### src/rtl/xbc_pkg.sv
package xbc_pkg;
  typedef enum logic [1:0] {
    SRC_REGW  = 2'd0,
    SRC_FETCH = 2'd1,
    SRC_TABLE = 2'd2,
    SRC_RSVD  = 2'd3
  } ld_src_e;
endpackage

### src/rtl/xbc_load_mux.sv
module xbc_load_mux
  import xbc_pkg::*;
#(
  parameter int CNT_W = 24
) (
  input  logic             ld_en,
  input  logic [1:0]       ld_src,
  input  logic [CNT_W-1:0] wr_data,
  input  logic [CNT_W-1:0] fetch_field,
  input  logic [CNT_W-1:0] tbl_offset,
  output logic             ld_valid,
  output logic [CNT_W-1:0] ld_value
);
  ld_src_e src;

  always_comb begin
    src      = ld_src_e'(ld_src);
    ld_valid = 1'b0;
    ld_value = '0;
    if (ld_en) begin
      unique case (src)
        SRC_REGW:  begin ld_valid = 1'b1; ld_value = wr_data;     end
        SRC_FETCH: begin ld_valid = 1'b1; ld_value = fetch_field; end
        SRC_TABLE: begin ld_valid = 1'b1; ld_value = tbl_offset;  end
        default:   begin ld_valid = 1'b0; ld_value = '0;          end
      endcase
    end
  end
endmodule

### src/rtl/xbc_step.sv
module xbc_step #(
  parameter int CNT_W    = 24,
  parameter int MAX_BEAT = 4,
  parameter int BEAT_W   = $clog2(MAX_BEAT + 1)
) (
  input  logic              beat_vld,
  input  logic [BEAT_W-1:0] beat_bytes,
  input  logic [CNT_W-1:0]  cur_count,
  output logic              step_valid,
  output logic              step_over,
  output logic [CNT_W-1:0]  step_next
);
  localparam int PAD_W = CNT_W - BEAT_W;
  localparam logic [BEAT_W-1:0] MAX_B = BEAT_W'(MAX_BEAT);

  logic [CNT_W-1:0] bytes_ext;
  logic             in_range;

  always_comb begin
    bytes_ext  = {{PAD_W{1'b0}}, beat_bytes};
    in_range   = (beat_bytes != '0) && (beat_bytes <= MAX_B);
    step_valid = beat_vld && in_range;
    step_over  = step_valid && (bytes_ext > cur_count);
    if (bytes_ext > cur_count) begin
      step_next = '0;
    end else begin
      step_next = cur_count - bytes_ext;
    end
  end
endmodule

### src/rtl/xfer_byte_counter.sv
module xfer_byte_counter #(
  parameter int CNT_W    = 24,
  parameter int MAX_BEAT = 4,
  parameter int BEAT_W   = $clog2(MAX_BEAT + 1)
) (
  input  logic              clk,
  input  logic              rst_n,
  input  logic              ld_en,
  input  logic [1:0]        ld_src,
  input  logic [CNT_W-1:0]  wr_data,
  input  logic [CNT_W-1:0]  fetch_field,
  input  logic [CNT_W-1:0]  tbl_offset,
  input  logic              ld_is_bmov,
  input  logic              tgt_cmd_phase,
  input  logic              beat_vld,
  input  logic [BEAT_W-1:0] beat_bytes,
  output logic [CNT_W-1:0]  count,
  output logic              count_zero,
  output logic              done,
  output logic              overrun,
  output logic              illegal
);
  logic             ld_valid;
  logic [CNT_W-1:0] ld_value;
  logic             step_valid;
  logic             step_over;
  logic [CNT_W-1:0] step_next;

  logic [CNT_W-1:0] cnt_q, cnt_d;
  logic             cnt_en;
  logic             done_q, done_d;
  logic             over_q, over_d;
  logic             ill_q, ill_d;

  xbc_load_mux #(.CNT_W(CNT_W)) u_load (
    .ld_en       (ld_en),
    .ld_src      (ld_src),
    .wr_data     (wr_data),
    .fetch_field (fetch_field),
    .tbl_offset  (tbl_offset),
    .ld_valid    (ld_valid),
    .ld_value    (ld_value)
  );

  xbc_step #(.CNT_W(CNT_W), .MAX_BEAT(MAX_BEAT), .BEAT_W(BEAT_W)) u_step (
    .beat_vld   (beat_vld),
    .beat_bytes (beat_bytes),
    .cur_count  (cnt_q),
    .step_valid (step_valid),
    .step_over  (step_over),
    .step_next  (step_next)
  );

  // next-state
  always_comb begin
    cnt_d  = cnt_q;
    cnt_en = 1'b0;
    done_d = 1'b0;
    over_d = 1'b0;
    ill_d  = 1'b0;
    if (ld_valid) begin
      cnt_en = 1'b1;
      cnt_d  = ld_value;
      ill_d  = ld_is_bmov && (ld_value == '0) && !tgt_cmd_phase;
    end else if (step_valid) begin
      cnt_en = 1'b1;
      cnt_d  = step_next;
      done_d = (cnt_q != '0) && (step_next == '0);
      over_d = step_over;
    end
  end

  // registers
  always_ff @(posedge clk or negedge rst_n) begin
    if (!rst_n) begin
      cnt_q <= '0;
    end else if (cnt_en) begin
      cnt_q <= cnt_d;
    end
  end

  always_ff @(posedge clk or negedge rst_n) begin
    if (!rst_n) begin
      done_q <= 1'b0;
      over_q <= 1'b0;
      ill_q  <= 1'b0;
    end else begin
      done_q <= done_d;
      over_q <= over_d;
      ill_q  <= ill_d;
    end
  end

  assign count      = cnt_q;
  assign count_zero = (cnt_q == '0);
  assign done       = done_q;
  assign overrun    = over_q;
  assign illegal    = ill_q;
endmodule

### config.mk
export PLATFORM = sky130hd
export DESIGN_NAME = xfer_byte_counter
export DESIGN_NICKNAME = d
export VERILOG_FILES = /design/src/rtl/xbc_pkg.sv /design/src/rtl/xbc_load_mux.sv /design/src/rtl/xbc_step.sv /design/src/rtl/xfer_byte_counter.sv
export SDC_FILE = /design/constraint.sdc
export NUM_CORES = 1
export LEC_CHECK = 0
export BUFFER_PORTS_ARGS = -buffer_cell sky130_fd_sc_hd__buf_2
export CAP_MARGIN = 20
export CORE_MARGIN = 2
export CORE_UTILIZATION = 25
export DETAILED_ROUTE_END_ITERATION = 6
export GPL_ROUTABILITY_DRIVEN = 0
export PLACE_DENSITY = 0.58
export REMOVE_ABC_BUFFERS = 1
export SLEW_MARGIN = 20
export SYNTH_ARGS = -nofsm -noshare
export SYNTH_HDL_FRONTEND = slang
export SYNTH_SLANG_ARGS = --single-unit
### constraint.sdc
create_clock -name clk -period 4.38 [get_ports clk]
set_clock_uncertainty 0.05 [all_clocks]
set_input_delay 0.219 -clock clk [delete_from_list [all_inputs] [get_ports clk]]
set_output_delay 0.219 -clock clk [all_outputs]
set_load 0.02 [all_outputs]
# Word-level counts from Yosys, hierarchy flattened
# Cells that the tools add are included.
# totals
reg_bits	27
in_bits	83
# op_classes
n_addsub	1
magnitude_cmp	2
eq_ne	2
mux	14
n_reduce_logical	16
# op_table
op	n
24-bit two-way mux	4
24-bit zero test	3
24-bit one-hot mux with 3 select lines	1
3-bit by 24-bit greater-than comparator with 1-bit output	1
24-bit nonzero test	1
24-bit by 3-bit subtractor with 24-bit output	1
1-bit two-way mux	9
1-bit logical AND	6
3-bit less-or-equal comparator (second input constant)	1
3-bit nonzero test	1
3-bit OR reduction	1
2-bit by 1-bit equality test with 1-bit output (second input constant)	1
2-bit equality test (second input constant)	1
2-bit zero test	1
2-bit AND reduction	1
2-bit nonzero test	1
1-bit zero test	1

# Depth between registers and ports, before layout
# depth
word_depth	7
ltp_mapped	13
ltp_nobuf	10

# Hierarchy
# Synthesis repeated with hierarchy kept, for this count alone.
# unflattened
hier_cells	347
hier_area_um2	2857.7
# by_module_without_submodules
module	n_inst	cells_per_inst	area_per_inst_um2
xfer_byte_counter	1	136	1387.6
xbc_load_mux	1	110	790.8
xbc_step	1	101	679.4

# Least setup slack after synthesis
# OpenSTA, ideal clock, no wires.
# synth_timing
path_kind	reg2reg
start	register cnt_q[8], in the netlist count[8]
end	register done_q, in the netlist done
setup_ns	0.125
arrival_ns	3.243
required_time_ns	4.205
path_slack_ns	0.962
stages_incl_launch_ff	9
period_less_slack_ns	3.418
path_cell_list	dfrtp_1 -> buf_6 -> or4_4 -> or4_4 -> or4_1 -> xor2_1 -> nand2_1 -> or4_1 -> a2111oi_0
# synth_via
elab_chain_cells	6
# synth_rtl
element	line	source
start: declaration	xfer_byte_counter.sv:29	logic [CNT_W-1:0] cnt_q, cnt_d;
start signal: assignment	xfer_byte_counter.sv:78	cnt_q <= cnt_d;
24-bit by 3-bit subtractor with 24-bit output / 3-bit by 24-bit greater-than comparator with 1-bit output (equally long branches)	xbc_step.sv:27, xbc_step.sv:24	
24-bit two-way mux	xbc_step.sv:24	if (bytes_ext > cur_count) begin
24-bit zero test	xfer_byte_counter.sv:68	done_d = (cnt_q != '0) && (step_next == '0);
1-bit logical AND (*)	xfer_byte_counter.sv:68	
1-bit two-way mux (*)	xfer_byte_counter.sv:65	end else if (step_valid) begin
1-bit two-way mux (*)	xfer_byte_counter.sv:61	if (ld_valid) begin
named net done_d	xfer_byte_counter.sv:31	logic done_q, done_d;
end signal: assignment	xfer_byte_counter.sv:88	done_q <= done_d;
end: declaration	xfer_byte_counter.sv:31	
# The timed path passes the listed nets; every way through them passes the cells marked *.
# A chain may end at the register's enable or synchronous reset.

# Worst setup path in the final report
# Same ends and word-level chain as after synthesis.

==> flow_summary.json <==
{
  "status": "complete, no violations",
  "antenna_found_initial": 0,
  "post_drt_wl_per_cell_um": 15.3,
  "gr-total-overflow": 0,
  "fp.dieW_um": 104,
  "ys_ff_latch": 27,
  "cts_sinks": 27,
  "peakVddDrop_mv": 0.112,
  "cts_buffer_depth": 2,
  "netlist_area_um2": 2480,
  "crit_fanout": 9,
  "power.total_uw": 889,
  "synthMostInstantiatedCell": "nand2_1",
  "worst-setup-path-type": "flip-flop to flip-flop",
  "synth_xor_area_share_pct": 4.59,
  "slew_headroom_pct": 37.6,
  "power.leakage_uw": 0.00141,
  "numCtsBuffers": 3,
  "syn_to_final_growth_pct": 27.8,
  "cts-hold-fix-buffers": 1,
  "netlist_top_cells_count": "73 x nand2_1, 50 x o21ai_0, 27 x dfrtp_1, 24 x mux2i_1, 23 x nor3_1",
  "clk_pin_slew_ps": 100,
  "cts_setup_buffers": 0,
  "vias": 2805,
  "period_share_pct": 79.2,
  "fin_util_pct": 32.7,
  "worst_slew_pin_slew_ps": 931,
  "drc": 0,
  "syn_avg_cell_area_um2": 7.40,
  "drt-total-wl_um": 8660,
  "drtAntennaViolNets": 0,
  "synth_compound_area_share_pct": 18.1,
  "power.density_nw_per_um2": 281,
  "cts_root_buffer": "clkbuf_8",
  "dp_worst_setup_slack_ps": 972,
  "synth_area_leaders": "dfrtp_1 27%, nand2_1 11%, o21ai_0 10%",
  "synthAdderAreaFrac_pct": 2.32,
  "synth-seq-area-share_pct": 27.3,
  "grt_setup_unrepaired": "no",
  "grt_max_degree": 28,
  "coreArea_um2": 9680,
  "ios": 111,
  "synth-simple-area-share_pct": 32.8,
  "grt_usage_pct": 15.8,
  "finalHoldViolations": 0,
  "ys_types": 41,
  "cp-start-kind": "flip-flop",
  "synthArstFlopShare_pct": 100,
  "min_period_ps": 3470,
  "n_fill_cell": 1061,
  "setup_ws_ps": 911,
  "drive_gt1_share_pct": 28.7,
  "synth-edff-count": 0,
  "setup-tns-final_ps": 0,
  "syn_inst": 335,
  "initial_core_util_pct": 25.6,
  "dp_hpwl_um": 6850,
  "fp.dieH_um": 104,
  "grt_pass1_vias": 2760,
  "synth.mux.area_fraction_pct": 10.1,
  "whs_ps": 159,
  "drtIter0Drc": 185,
  "clk_latency_ps": 280,
  "ctsResizeCount": 0,
  "yosysTopAreaCellShare_pct": 27.3,
  "nets": 520,
  "hold_path_class": "input pin to flip-flop",
  "ys_warn_count": 0,
  "die_area_um2": 10700,
  "seqCellArea_um2": 676,
  "drv_slew": 0,
  "dominantRegCellSynth": "dfrtp_1",
  "critPathArrivalTime_ps": 3580,
  "routed_via_density": 4.96,
  "num_rows": 36,
  "cp.required_ps": 4490,
  "synth_top_cell_by_area": "dfrtp_1",
  "maxCapViolCount": 0,
  "synth_top_family_by_area": "simple AND/OR/NAND/NOR gates",
  "grt_pass1_wl_um": 14000,
  "setup_viol": 0,
  "io_buffers": 110,
  "h-tree-depth": 1,
  "multi_input_area_um2": 1690,
  "endpoint_kind": "flip-flop",
  "cts_tree": "yes",
  "clock.fmax_mhz": 288,
  "drt-pass1-iter-count": 4,
  "antenna_cells": 0
}
-- cell families (layout without fill, tap and decap cells) --
family,after synthesis,in the layout
xor+xnor,13,13
compound gates,80,80
buf+inv,25,122
fa+ha+maj,4,4
simple gates,161,161
mux,25,25
flops,27,27
-- flip-flops by register name, indices dropped and copies added (netlist names) --
name     flops
count       24
done         1
overrun      1
illegal      1
-- layout make-up --
class,instances,share of cell area (%)
Clock buffer,3,1.30
Clock inverter,1,0.158
Inverter,6,0.711
Multi-Input combinational cell,283,53.3
Sequential cell,27,21.3
Tap cell,133,5.25
Timing Repair Buffer,112,17.9
-- through the flow --
stage,instance area [um2],cells
global route,3170,565
floorplan,2380,316
detailed placement,3110,560
finish,3170,565
global placement,3110,560
CTS,3170,565
-- where the power goes --
part	internal, uW	switching [uW]
Combinational	151	240
Clock	64.1	89.2
Sequential	284	60.3
Total	499	390
-- cells in the final DEF (no fill, tap or decap), types with 2 or more instances in the layout --
cell type  count
xor2_1         6
dfrtp_1       27
ha_1           3
and2_1         3
o311ai_0       3
clkbuf_8       3
or3_1          4
or2_2          2
nor2b_1        3
mux2i_1       24
o211ai_1       2
xnor2_1        7
or4_4          3
nand4_1       10
nor3_1        23
o21ai_0       50
inv_1          6
a21oi_1       15
or4_1          9
o31a_1         3
nor3b_1        3
buf_2        110
nor4_1         8
nand3_1        7
nand2_1       73
nor2_1         8
-- per-layer routing --
metal / vias to the layer above / GRT usage (%) / part of all wire, %
li1: 1416 / - / -
met1: 1250 / 21.7 / 45
met2: 118 / 26.0 / 46
met3: 21 / 1.26 / 6.6
met4: 0 / 6.37 / 2.8
met5: - / 0 / 0
-- worst max-delay path: stages, from the launching register on --
cell and delay, ps:
dfrtp_1 480, or4_4 610, or4_4 530, or4_1 600
xor2_1 160, nand2_1 60, or4_1 460, a2111oi_0 400
-- final timing paths --
| path | to | start | slack, ps | depth (start not counted) |
|---|---|---|---|---|
| max | done | count[8] | 910 | 7 |
| min | illegal | tgt_cmd_phase | 160 | 4 |
| max reg2reg | done | count[8] | 910 | 7 |
| min reg2reg | count[18] | count[18] | 570 | 2 |
| max in group asynchronous | count[19] | rst_n | 3430 | 2 |
| min in group asynchronous | overrun | rst_n | 440 | 2 |
Power figures use the tool's default switching activity.
